[src/rtl/aud_ctl_pkg.sv]
package aud_ctl_pkg;
  localparam int unsigned NUM_REGS = 3;

  typedef enum logic [2:0] {ST_IDLE, ST_RX, ST_ACK, ST_TX, ST_RACK} bus_st_t;
  typedef enum logic [1:0] {PH_ADDR, PH_SUB, PH_DATA} phase_t;

  function automatic logic [7:0] reg_reset(input int unsigned idx);
    case (idx)
      0:       return 8'h90;
      1:       return 8'h50;
      default: return 8'h14;
    endcase
  endfunction
endpackage

[src/rtl/i2c_line_sync.sv]
module i2c_line_sync #(
  parameter int unsigned STAGES = 2
) (
  input  logic clk,
  input  logic rst,
  input  logic scl_i,
  input  logic sda_i,
  output logic scl_s,
  output logic sda_s,
  output logic scl_rise,
  output logic scl_fall,
  output logic start_det,
  output logic stop_det
);
  logic [STAGES-1:0] scl_sh, sda_sh;
  logic scl_q, sda_q;

  always_ff @(posedge clk) begin
    if (rst) begin
      scl_sh <= '1;
      sda_sh <= '1;
      scl_q  <= 1'b1;
      sda_q  <= 1'b1;
    end else begin
      scl_sh <= {scl_sh[STAGES-2:0], scl_i};
      sda_sh <= {sda_sh[STAGES-2:0], sda_i};
      scl_q  <= scl_sh[STAGES-1];
      sda_q  <= sda_sh[STAGES-1];
    end
  end

  assign scl_s     = scl_sh[STAGES-1];
  assign sda_s     = sda_sh[STAGES-1];
  assign scl_rise  = scl_s & ~scl_q;
  assign scl_fall  = ~scl_s & scl_q;
  // data edges while the clock stays high
  assign start_det = scl_s & scl_q & sda_q & ~sda_s;
  assign stop_det  = scl_s & scl_q & ~sda_q & sda_s;
endmodule

[src/rtl/ctl_reg_bank.sv]
module ctl_reg_bank
  import aud_ctl_pkg::*;
#(
  parameter int unsigned NREG  = 3,
  parameter int unsigned IDX_W = 2
) (
  input  logic                      clk,
  input  logic                      rst,
  input  logic                      wr_en,
  input  logic [IDX_W-1:0]          wr_idx,
  input  logic [7:0]                wr_data,
  output logic [NREG-1:0][7:0]      regs_o
);
  always_ff @(posedge clk) begin
    for (int i = 0; i < NREG; i++) begin
      if (rst)
        regs_o[i] <= reg_reset(i);
      else if (wr_en && wr_idx == IDX_W'(i))
        regs_o[i] <= wr_data;
    end
  end
endmodule

[src/rtl/i2c_proto_fsm.sv]
module i2c_proto_fsm
  import aud_ctl_pkg::*;
#(
  parameter logic [5:0]  ADDR_HI = 6'b101101,
  parameter int unsigned NREG    = 3,
  parameter int unsigned IDX_W   = 2
) (
  input  logic                 clk,
  input  logic                 rst,
  input  logic                 sda_s,
  input  logic                 scl_rise,
  input  logic                 scl_fall,
  input  logic                 start_det,
  input  logic                 stop_det,
  input  logic                 addr_sel_i,
  input  logic [NREG-1:0][7:0] rd_bytes_i,
  output logic                 sda_oe_o,
  output logic                 wr_en_o,
  output logic [IDX_W-1:0]     wr_idx_o,
  output logic [7:0]           wr_data_o
);
  localparam logic [7:0]       LAST_PTR = 8'(NREG - 1);
  localparam logic [IDX_W-1:0] LAST_IDX = IDX_W'(NREG - 1);

  bus_st_t          st;
  phase_t           ph;
  logic [7:0]       sh;
  logic [3:0]       bcnt;
  logic             rw;
  logic             mack;
  logic [7:0]       ptr;
  logic [IDX_W-1:0] rd_idx, rd_nxt;
  logic [7:0]       tx_cur, tx_nxt;
  logic [6:0]       own_addr;

  assign own_addr = {ADDR_HI, addr_sel_i};
  assign rd_nxt   = (rd_idx == LAST_IDX) ? '0 : rd_idx + 1'b1;

  always_comb begin
    tx_cur = '0;
    tx_nxt = '0;
    for (int i = 0; i < NREG; i++) begin
      if (rd_idx == IDX_W'(i)) tx_cur = rd_bytes_i[i];
      if (rd_nxt == IDX_W'(i)) tx_nxt = rd_bytes_i[i];
    end
  end

  always_ff @(posedge clk) begin
    if (rst) begin
      st <= ST_IDLE;   ph <= PH_ADDR;   sh <= '0;     bcnt <= '0;
      rw <= 1'b0;      mack <= 1'b0;    ptr <= '0;    rd_idx <= '0;
      sda_oe_o <= 1'b0; wr_en_o <= 1'b0; wr_idx_o <= '0; wr_data_o <= '0;
    end else begin
      wr_en_o <= 1'b0;
      if (start_det) begin
        st <= ST_RX;  ph <= PH_ADDR;  bcnt <= '0;  sda_oe_o <= 1'b0;
      end else if (stop_det) begin
        st <= ST_IDLE;  sda_oe_o <= 1'b0;
      end else begin
        case (st)
          ST_RX: begin
            if (scl_rise && bcnt < 4'd8) begin
              sh   <= {sh[6:0], sda_s};
              bcnt <= bcnt + 4'd1;
            end else if (scl_fall && bcnt == 4'd8) begin
              bcnt <= '0;
              case (ph)
                PH_ADDR: begin
                  if (sh[7:1] == own_addr) begin
                    rw <= sh[0];  rd_idx <= '0;  ph <= PH_SUB;
                    sda_oe_o <= 1'b1;  st <= ST_ACK;
                  end else begin
                    st <= ST_IDLE;
                  end
                end
                PH_SUB: begin
                  ptr <= sh;  ph <= PH_DATA;
                  sda_oe_o <= 1'b1;  st <= ST_ACK;
                end
                default: begin
                  sda_oe_o <= 1'b1;  st <= ST_ACK;
                  if (ptr <= LAST_PTR) begin
                    wr_en_o   <= 1'b1;
                    wr_idx_o  <= ptr[IDX_W-1:0];
                    wr_data_o <= sh;
                    ptr       <= (ptr == LAST_PTR) ? '0 : ptr + 8'd1;
                  end
                end
              endcase
            end
          end
          ST_ACK: begin
            if (scl_fall) begin
              bcnt <= '0;
              if (rw) begin
                sh <= tx_cur;  sda_oe_o <= ~tx_cur[7];  st <= ST_TX;
              end else begin
                sda_oe_o <= 1'b0;  st <= ST_RX;
              end
            end
          end
          ST_TX: begin
            if (scl_fall) begin
              if (bcnt == 4'd7) begin
                sda_oe_o <= 1'b0;  st <= ST_RACK;
              end else begin
                sh       <= {sh[6:0], 1'b0};
                sda_oe_o <= ~sh[6];
                bcnt     <= bcnt + 4'd1;
              end
            end
          end
          ST_RACK: begin
            if (scl_rise) begin
              mack <= ~sda_s;
            end else if (scl_fall) begin
              if (mack) begin
                rd_idx <= rd_nxt;  sh <= tx_nxt;  bcnt <= '0;
                sda_oe_o <= ~tx_nxt[7];  st <= ST_TX;
              end else begin
                st <= ST_IDLE;
              end
            end
          end
          default: ;
        endcase
      end
    end
  end
endmodule

[src/rtl/aud_ctl_i2c_slave.sv]
module aud_ctl_i2c_slave
  import aud_ctl_pkg::*;
#(
  parameter int unsigned SYNC_STAGES = 2,
  parameter logic [5:0]  ADDR_HI     = 6'b101101
) (
  input  logic       clk,
  input  logic       rst,
  input  logic       scl_i,
  input  logic       sda_i,
  output logic       sda_oe_o,
  input  logic       addr_sel_i,
  input  logic [7:0] status_i,
  input  logic [7:0] errcnt_i,
  input  logic [7:0] aux_i,
  output logic       mode_sel_o,
  output logic       dual_sel_o,
  output logic [2:0] src_sel_o,
  output logic       port_o,
  output logic       mute_def_o,
  output logic       auto_mute_dis_o,
  output logic [7:0] err_hi_o,
  output logic [7:0] err_lo_o
);
  localparam int unsigned IDX_W = (NUM_REGS > 1) ? $clog2(NUM_REGS) : 1;

  logic scl_s, sda_s, scl_rise, scl_fall, start_det, stop_det;
  logic wr_en;
  logic [IDX_W-1:0] wr_idx;
  logic [7:0] wr_data;
  logic [NUM_REGS-1:0][7:0] regs;
  logic [NUM_REGS-1:0][7:0] rd_bytes;

  assign rd_bytes = {aux_i, errcnt_i, status_i};

  i2c_line_sync #(.STAGES(SYNC_STAGES)) u_sync (
    .clk(clk), .rst(rst), .scl_i(scl_i), .sda_i(sda_i),
    .scl_s(scl_s), .sda_s(sda_s), .scl_rise(scl_rise), .scl_fall(scl_fall),
    .start_det(start_det), .stop_det(stop_det)
  );

  i2c_proto_fsm #(.ADDR_HI(ADDR_HI), .NREG(NUM_REGS), .IDX_W(IDX_W)) u_fsm (
    .clk(clk), .rst(rst), .sda_s(sda_s), .scl_rise(scl_rise), .scl_fall(scl_fall),
    .start_det(start_det), .stop_det(stop_det), .addr_sel_i(addr_sel_i),
    .rd_bytes_i(rd_bytes), .sda_oe_o(sda_oe_o), .wr_en_o(wr_en),
    .wr_idx_o(wr_idx), .wr_data_o(wr_data)
  );

  ctl_reg_bank #(.NREG(NUM_REGS), .IDX_W(IDX_W)) u_regs (
    .clk(clk), .rst(rst), .wr_en(wr_en), .wr_idx(wr_idx), .wr_data(wr_data),
    .regs_o(regs)
  );

  assign {mode_sel_o, dual_sel_o, src_sel_o, port_o, mute_def_o, auto_mute_dis_o} = regs[0];
  assign err_hi_o = regs[1];
  assign err_lo_o = regs[2];
endmodule

[config.mk]
export PLATFORM = sky130hd
export DESIGN_NAME = aud_ctl_i2c_slave
export DESIGN_NICKNAME = d
export VERILOG_FILES = /design/src/rtl/aud_ctl_pkg.sv /design/src/rtl/i2c_line_sync.sv /design/src/rtl/ctl_reg_bank.sv /design/src/rtl/i2c_proto_fsm.sv /design/src/rtl/aud_ctl_i2c_slave.sv
export SDC_FILE = /design/constraint.sdc
export NUM_CORES = 1
export LEC_CHECK = 0
export BUFFER_PORTS_ARGS = -buffer_cell sky130_fd_sc_hd__buf_2
export CAP_MARGIN = 0
export CELL_PAD_IN_SITES_DETAIL_PLACEMENT = 0
export CELL_PAD_IN_SITES_GLOBAL_PLACEMENT = 1
export CORE_ASPECT_RATIO = 0.75
export CORE_MARGIN = 10
export CORE_UTILIZATION = 41
export DETAILED_ROUTE_END_ITERATION = 16
export GPL_TIMING_DRIVEN = 0
export HOLD_SLACK_MARGIN = 0.08
export PLACE_DENSITY = 0.74
export SKIP_LAST_GASP = 1
export SLEW_MARGIN = 5
export SYNTH_ARGS = -nofsm -noshare
export SYNTH_HDL_FRONTEND = slang
export SYNTH_SLANG_ARGS = --single-unit
[constraint.sdc]
create_clock -name clk -period 2.33 [get_ports clk]
set_input_delay 0.1165 -clock clk [delete_from_list [all_inputs] [get_ports clk]]
set_output_delay 0.1165 -clock clk [all_outputs]
set_load 0.05 [all_outputs]
* Word level (Yosys, flattened, before mapping)
Index checks and enable logic that the tools add are counted.
Word-level totals: output and inout bits 25, bits in latches 0, register bits 71, RAM bits 0, memories 0, word-level logic and storage cells 178, ROM bits 0
Cells by class: shift-type cells 0, bitwise gates (word level) 21, $add $sub $neg 3, muxes and demuxes 65, div/mod/pow operators 0, $lt $le $gt $ge 2, equal/unequal tests 38, reduce and logical (&&, ||, !) cells 29, multiply operators 0
Operator list (number):
- 8-bit 2-to-1 mux | 16
- 4-bit 2-to-1 mux | 8
- 8-bit one-hot mux with 4 select lines | 1
- 2-bit 2-to-1 mux | 13
- 2-bit by 1-bit != test with 1-bit output, second input constant | 11
- 3-bit 2-to-1 mux | 7
- 7-bit AND reduction | 3
- 4-bit by 3-bit != test with 1-bit output, second input constant | 5
- 9-bit AND reduction | 2
- 4-bit one-hot mux with 4 select lines | 1
- 8-bit one-hot mux with 2 select lines | 1
- 8-bit AND reduction | 2
- 1-bit 2-to-1 mux | 14
- 1-bit NOT | 14
- 3-bit one-hot mux with 4 select lines | 1
- 11-bit AND reduction | 1
- 10-bit AND reduction | 1
- 8-bit by 1-bit adder with 8-bit output, second input constant | 1
- 2-bit by 1-bit == test with 1-bit output, second input constant | 4
- 8-bit by 2-bit == test with 1-bit output, second input constant | 1
- 8-bit by 2-bit less-or-equal comparator with 1-bit output, second input constant | 1
- 2-bit logical NOT | 4
- 4-bit != test, second input constant | 2
- 2-bit one-hot mux with 2 select lines | 2
- other kinds (24) | 42

* Depth between registers and ports, before layout
word-level depth 11, depth in mapped cells 9, depth with buffers taken out 7

* Cells and area by module
From an unflattened synthesis, not the netlist that was laid out.
Second synthesis, totals: cells, all modules 450, area total of the unflattened synthesis 3926.3 um^2
By module, submodules not included:
- i2c_proto_fsm | times used 1, area an instance 2758.9 um^2, cells an instance 341
- ctl_reg_bank | times used 1, area an instance 977.2 um^2, cells an instance 93
- i2c_line_sync | times used 1, area an instance 190.2 um^2, cells an instance 16

* Least setup slack after synthesis
Ideal clock, no wire load.
path kind reg-to-reg, start register u_fsm.bcnt[0], end register u_fsm.bcnt[2], clock period less this slack 1.768 ns, arrival 1.653 ns, slack 0.562 ns, required time 2.215 ns, cell stages (with the launch flop) 9, path buffers 1, cells stage by stage dfxtp_1 > inv_1 > ha_1 > and3b_1 > clkbuf_1 > a211oi_1 > nor4_2 > o21ai_1 > a31o_1
On the way: longest elaborated chain between the ends 4, elaborated cells on any way between the ends 13, classes of those cells 1 x add/sub; 1 x order compare; 4 x eq/ne; 4 x mux; 3 x reduce/logical
Ends and longest elaborated chain:
- from (decl) | RTL line i2c_proto_fsm.sv:28 | logic [3:0] bcnt;
- from (signal assigned) | RTL line i2c_proto_fsm.sv:64 | bcnt <= bcnt + 4'd1;
- from (signal assigned) | RTL line i2c_proto_fsm.sv:109 | bcnt <= bcnt + 4'd1;
- 4-bit by 1-bit adder with 4-bit output, or another cell as far along | RTL line i2c_proto_fsm.sv:64, i2c_proto_fsm.sv:109
- 4-bit 2-to-1 mux, or another cell as far along | RTL line i2c_proto_fsm.sv:104 | if (bcnt == 4'd7) begin
- 4-bit 2-to-1 mux, or another cell as far along | RTL line i2c_proto_fsm.sv:103 | if (scl_fall) begin
- 4-bit one-hot mux with 4 select lines or 9-bit AND reduction (tied branches)
Parallel ways exist; a longest one is shown, timed or not. The select of a mux whose other input is x is not followed. A chain may end at the register's enable or synchronous reset.

* Worst setup path after layout
start register u_sync.scl_sh[1], end register u_fsm.sh[5]
On the way: longest elaborated chain between the ends 5, elaborated cells on any way between the ends 17, classes of those cells 5 x eq/ne; 10 x bitwise; 2 x reduce/logical
Ends and longest elaborated chain:
- from (decl) | RTL line i2c_line_sync.sv:15 | logic [STAGES-1:0] scl_sh, sda_sh;
- from (signal assigned) | RTL line i2c_line_sync.sv:25 | scl_sh <= {scl_sh[STAGES-2:0], scl_i};
- 1-bit bitwise AND | RTL line i2c_line_sync.sv:37, i2c_line_sync.sv:38
- 1-bit bitwise AND, on equally long branches (2 in series) | RTL line i2c_line_sync.sv:38, i2c_line_sync.sv:37
- 1-bit NOT (no source line)
- 11-bit AND reduction (no source line) *
- to (signal assigned) | RTL line i2c_proto_fsm.sv:63 | sh <= {sh[6:0], sda_s};
- to (signal assigned) | RTL line i2c_proto_fsm.sv:107 | sh <= {sh[6:0], 1'b0};
- to (decl) | RTL line i2c_proto_fsm.sv:27 | logic [7:0] sh;
Mark *: on every way between the ends. The rest lies on a longest branch, timed or not.

==> results.sh <==
export IMPL_wirelength_um=9820
export IMPL_rr_startpoint="u_sync.scl_sh[1]"
export IMPL_r2r_end="u_fsm.sh[5]"
export IMPL_hpwl_um=7240
export IMPL_cts_setup_buffers=0
export IMPL_ys_seq_area_share_pct=38.5
export IMPL_worstHoldEndpoint="u_fsm.rd_idx[0]"
export IMPL_htreeDepth=3
export IMPL_cap_violations=0
export IMPL_mappedNetlistNets=453
export IMPL_yosys_cell_types_count=64
export IMPL_seq_power_share_pct=44.2
export IMPL_yosysTopAreaCellShare_pct=38.5
export IMPL_vias=3196
export IMPL_ys_ff_latch=71
export IMPL_grtUsageTotal_pct=15.1
export IMPL_die_area_mm2=0.0132
export IMPL_muxShareOfSynthArea_pct=12.5
export IMPL_min_period_ns=2.12
export IMPL_synth_warnings=0
export IMPL_clock_sinks=71
export IMPL_hold_viol_final=0
export IMPL_grt_pass1_vias=3111
export IMPL_maxSlewViolCount=0
export IMPL_power_density_mw_per_mm2=645
export IMPL_synth_xor_area_share_pct=0.711
export IMPL_path_max_fanout=10
export IMPL_whs_path_depth=3
export IMPL_switching_power_uw=695
export IMPL_worstSetupPathType="reg2reg"
export IMPL_die_w_um=130
export IMPL_wl_per_cell_um=16.4
export IMPL_yosys_area_share_simple_pct=25.3
export IMPL_synth_async_reset_ratio_pct=0
export IMPL_overflow=0
export IMPL_grt_max_degree=15
export IMPL_worst_r2r_path_depth=6
export IMPL_endpoint_kind="register"
export IMPL_yosysTopAreaCell="dfxtp_1"
export IMPL_vias_per_cell=5.34
export IMPL_routabilityCongestion=0.857
export IMPL_syn_inst=420
export IMPL_syn_area_mm2=0.00369
export IMPL_fmax_mhz=472
export IMPL_required_ns=2.57
export IMPL_ant_nets=0
export IMPL_core_area_mm2=0.00860
export IMPL_drc_errors=0
export IMPL_synth_compound_area_share_pct=17.2
export IMPL_areaGrowthSynthToFinish_pct=19.8
export IMPL_numCtsBuffers=9
export IMPL_drive_above_1_share_pct=21.4
export IMPL_rows=29
export IMPL_clk_latency_ns=0.33
export IMPL_tritoncts="done"
export IMPL_report_final_setup_viol=0
export IMPL_internal_power_mw=2.16
export IMPL_portBuffers=53
export IMPL_min_path_type="in2reg"
export IMPL_pre_cts_ws_ns=0.200
export IMPL_die_y_um=102
export IMPL_grt_pass1_wl_um=16100
export IMPL_holdWs_ns=0.170
export IMPL_finalNetCount=519
export IMPL_synthTopCellsByCount="71 x dfxtp_1, 54 x nor2_1, 46 x mux2i_1"
export IMPL_synth_top_family_by_area="simple AND/OR/NAND/NOR gates"
export IMPL_fillers=865
export IMPL_clock_power_share_pct=48.9
export IMPL_io_pins=54
export IMPL_status="finished clean"
export IMPL_first_pass_iters=5
export IMPL_irDropWorstVdd_v=0.000408
export IMPL_comb_power_share_pct=6.9
export IMPL_start_util_pct=43.0
export IMPL_grt_setup_unrepaired="true"
export IMPL_synth_area_leaders="dfxtp_1 38%, mux2i_1 12%, nor2_1 5.5%"
export IMPL_layout_setup_ws_ns=0.211
export IMPL_synth_adder_area_share_pct=1.36
export IMPL_swShare_pct=24.4
export IMPL_syn_area_per_cell_um2=8.79
export IMPL_r2r_slack_ns=0.21
export IMPL_antenna_found_initial=0
export IMPL_skew_ns=0.00686
export IMPL_synth_most_common_cell="dfxtp_1"
export IMPL_maxSlewHeadroom_pct=51.0
export IMPL_p_leak_nw=1.65
export IMPL_clockBufferDepth=2
export IMPL_post_route_period_util_pct=90.9
export IMPL_synth_enable_flop_cells=0
export IMPL_path_clk_slew_ns=0.06
export IMPL_ys_flop_type="dfxtp_1"
export IMPL_diodes=0
export IMPL_cp_start_kind="register"
export IMPL_worst_pin_slew_ns=0.733
export IMPL_drtIter0Drc=143
export IMPL_cts_root_buf="clkbuf_16"
export IMPL_hp_start="rst"
export IMPL_cp_arrival_ns=2.36
what timing repair did:
action,4_1_cts,5_1_grt
setup endpoints to repair,0,2
hold buffers,2,0
gates resized for setup,0,1
hold endpoints to repair,2,0
worst max path at each step:
stage | startpoint | to | slack [ns] | cells past startpoint
2_1_floorplan | u_fsm.bcnt[0] | u_fsm.bcnt[2] | 0.56 | 8
3_3_place_gp | u_fsm.bcnt[0] | u_fsm.rd_idx[0] | 0.20 | 8
3_5_place_dp | u_fsm.bcnt[0] | u_fsm.rd_idx[0] | 0.20 | 8
4_1_cts | u_fsm.bcnt[0] | u_fsm.rd_idx[0] | 0.13 | 8
5_1_grt | u_sync.scl_sh[1] | u_fsm.sh[5] | -0.02 | 6
6_report | u_sync.scl_sh[1] | u_fsm.sh[5] | 0.21 | 6
power by group through the flow:
stage | Combinational (mW) | Clock (mW) | Sequential [mW]
2_1_floorplan | 0.127 | 0 | 1.28
3_3_place_gp | 0.189 | 0 | 1.29
3_5_place_dp | 0.192 | 0 | 1.29
4_1_cts | 0.196 | 1.42 | 1.26
5_1_grt | 0.219 | 1.47 | 1.27
6_report | 0.197 | 1.39 | 1.26
registers in the layout, indices dropped and copies added (netlist names):
| register | count |
|---|---|
| u_regs.regs_o | 24 |
| u_fsm.ptr | 8 |
| u_fsm.sh | 8 |
| u_fsm.wr_data_o | 8 |
| u_fsm.bcnt | 4 |
| u_fsm.st | 3 |
| u_fsm.ph | 2 |
| u_fsm.rd_idx | 2 |
| u_fsm.wr_idx_o | 2 |
| u_sync.scl_sh | 2 |
| u_sync.sda_sh | 2 |
| u_fsm.mack | 1 |
| u_fsm.rw | 1 |
| u_fsm.sda_oe_o | 1 |
| u_fsm.wr_en_o | 1 |
| u_sync.scl_q | 1 |
| u_sync.sda_q | 1 |
cells in the final DEF, fill, tap and decap left out, types with 8 or more instances in the layout:
cell type,Yosys,layout
nor2_1,54,54
a211oi_1,10,10
inv_1,12,12
clkbuf_1,16,16
mux2i_1,46,46
dfxtp_1,71,71
buf_2,4,57
clkbuf_16,0,9
or2_2,8,8
nand3_1,8,8
a21oi_1,16,16
nor2b_1,8,8
nand2b_1,10,10
nand2_1,37,37
o21ai_0,20,20
layer usage:
metal  part of all wire, %  vias to the layer above  track usage, %
met1                    51                     1495            21.0
li1                      -                     1638               -
met5                     0                        -               0
met2                    43                       61            22.4
met3                   5.1                        2            4.91
met4                  0.35                        0            3.10
final cells by class:
cell class	count	area [um^2]	area share, %
repair buffers	55	285	6.45
well taps	108	135	3.05
clock buffers	9	225	5.09
multi-input cells	312	2120	47.8
clock inverters	7	80.1	1.81
flip-flops and latches	71	1420	32.1
plain buffers	25	118	2.66
inverters	12	45.0	1.02
kinds of logic (layout without fill, tap and decap cells):
family,count (synthesis),in the layout
XOR/XNOR,3,3
AND/OR/NAND/NOR,170,170
AO/OA/AOI/OAI,89,89
multiplexers,46,46
flip-flops,71,71
adder cells (fa/ha/maj),4,4
buffers and inverters,37,108
worst max-delay path, stage by stage, from the launching register on:
cell and delay [ns]:
dfxtp_1 0.45, nor3b_2 0.46, o211ai_1 0.19, nor4_4 0.43
buf_6 0.23, nor2_2 0.04, a311oi_2 0.23
through the flow:
step / cell area [um^2] / utilization, % / power [mW] / TNS, ns / cells
final: 4430 / 51.5 / 2.85 / 0 / 599
after global placement: 4090 / 47.6 / 1.48 / 0 / 581
after floorplan: 3690 / - / 1.41 / 0 / 420
after CTS: 4420 / 51.4 / 2.88 / 0 / 599
after global routing: 4430 / 51.5 / 2.96 / -0.0246 / 599
after detailed placement: 4090 / 47.6 / 1.48 / 0 / 581
Power figures use the tool's default switching activity.
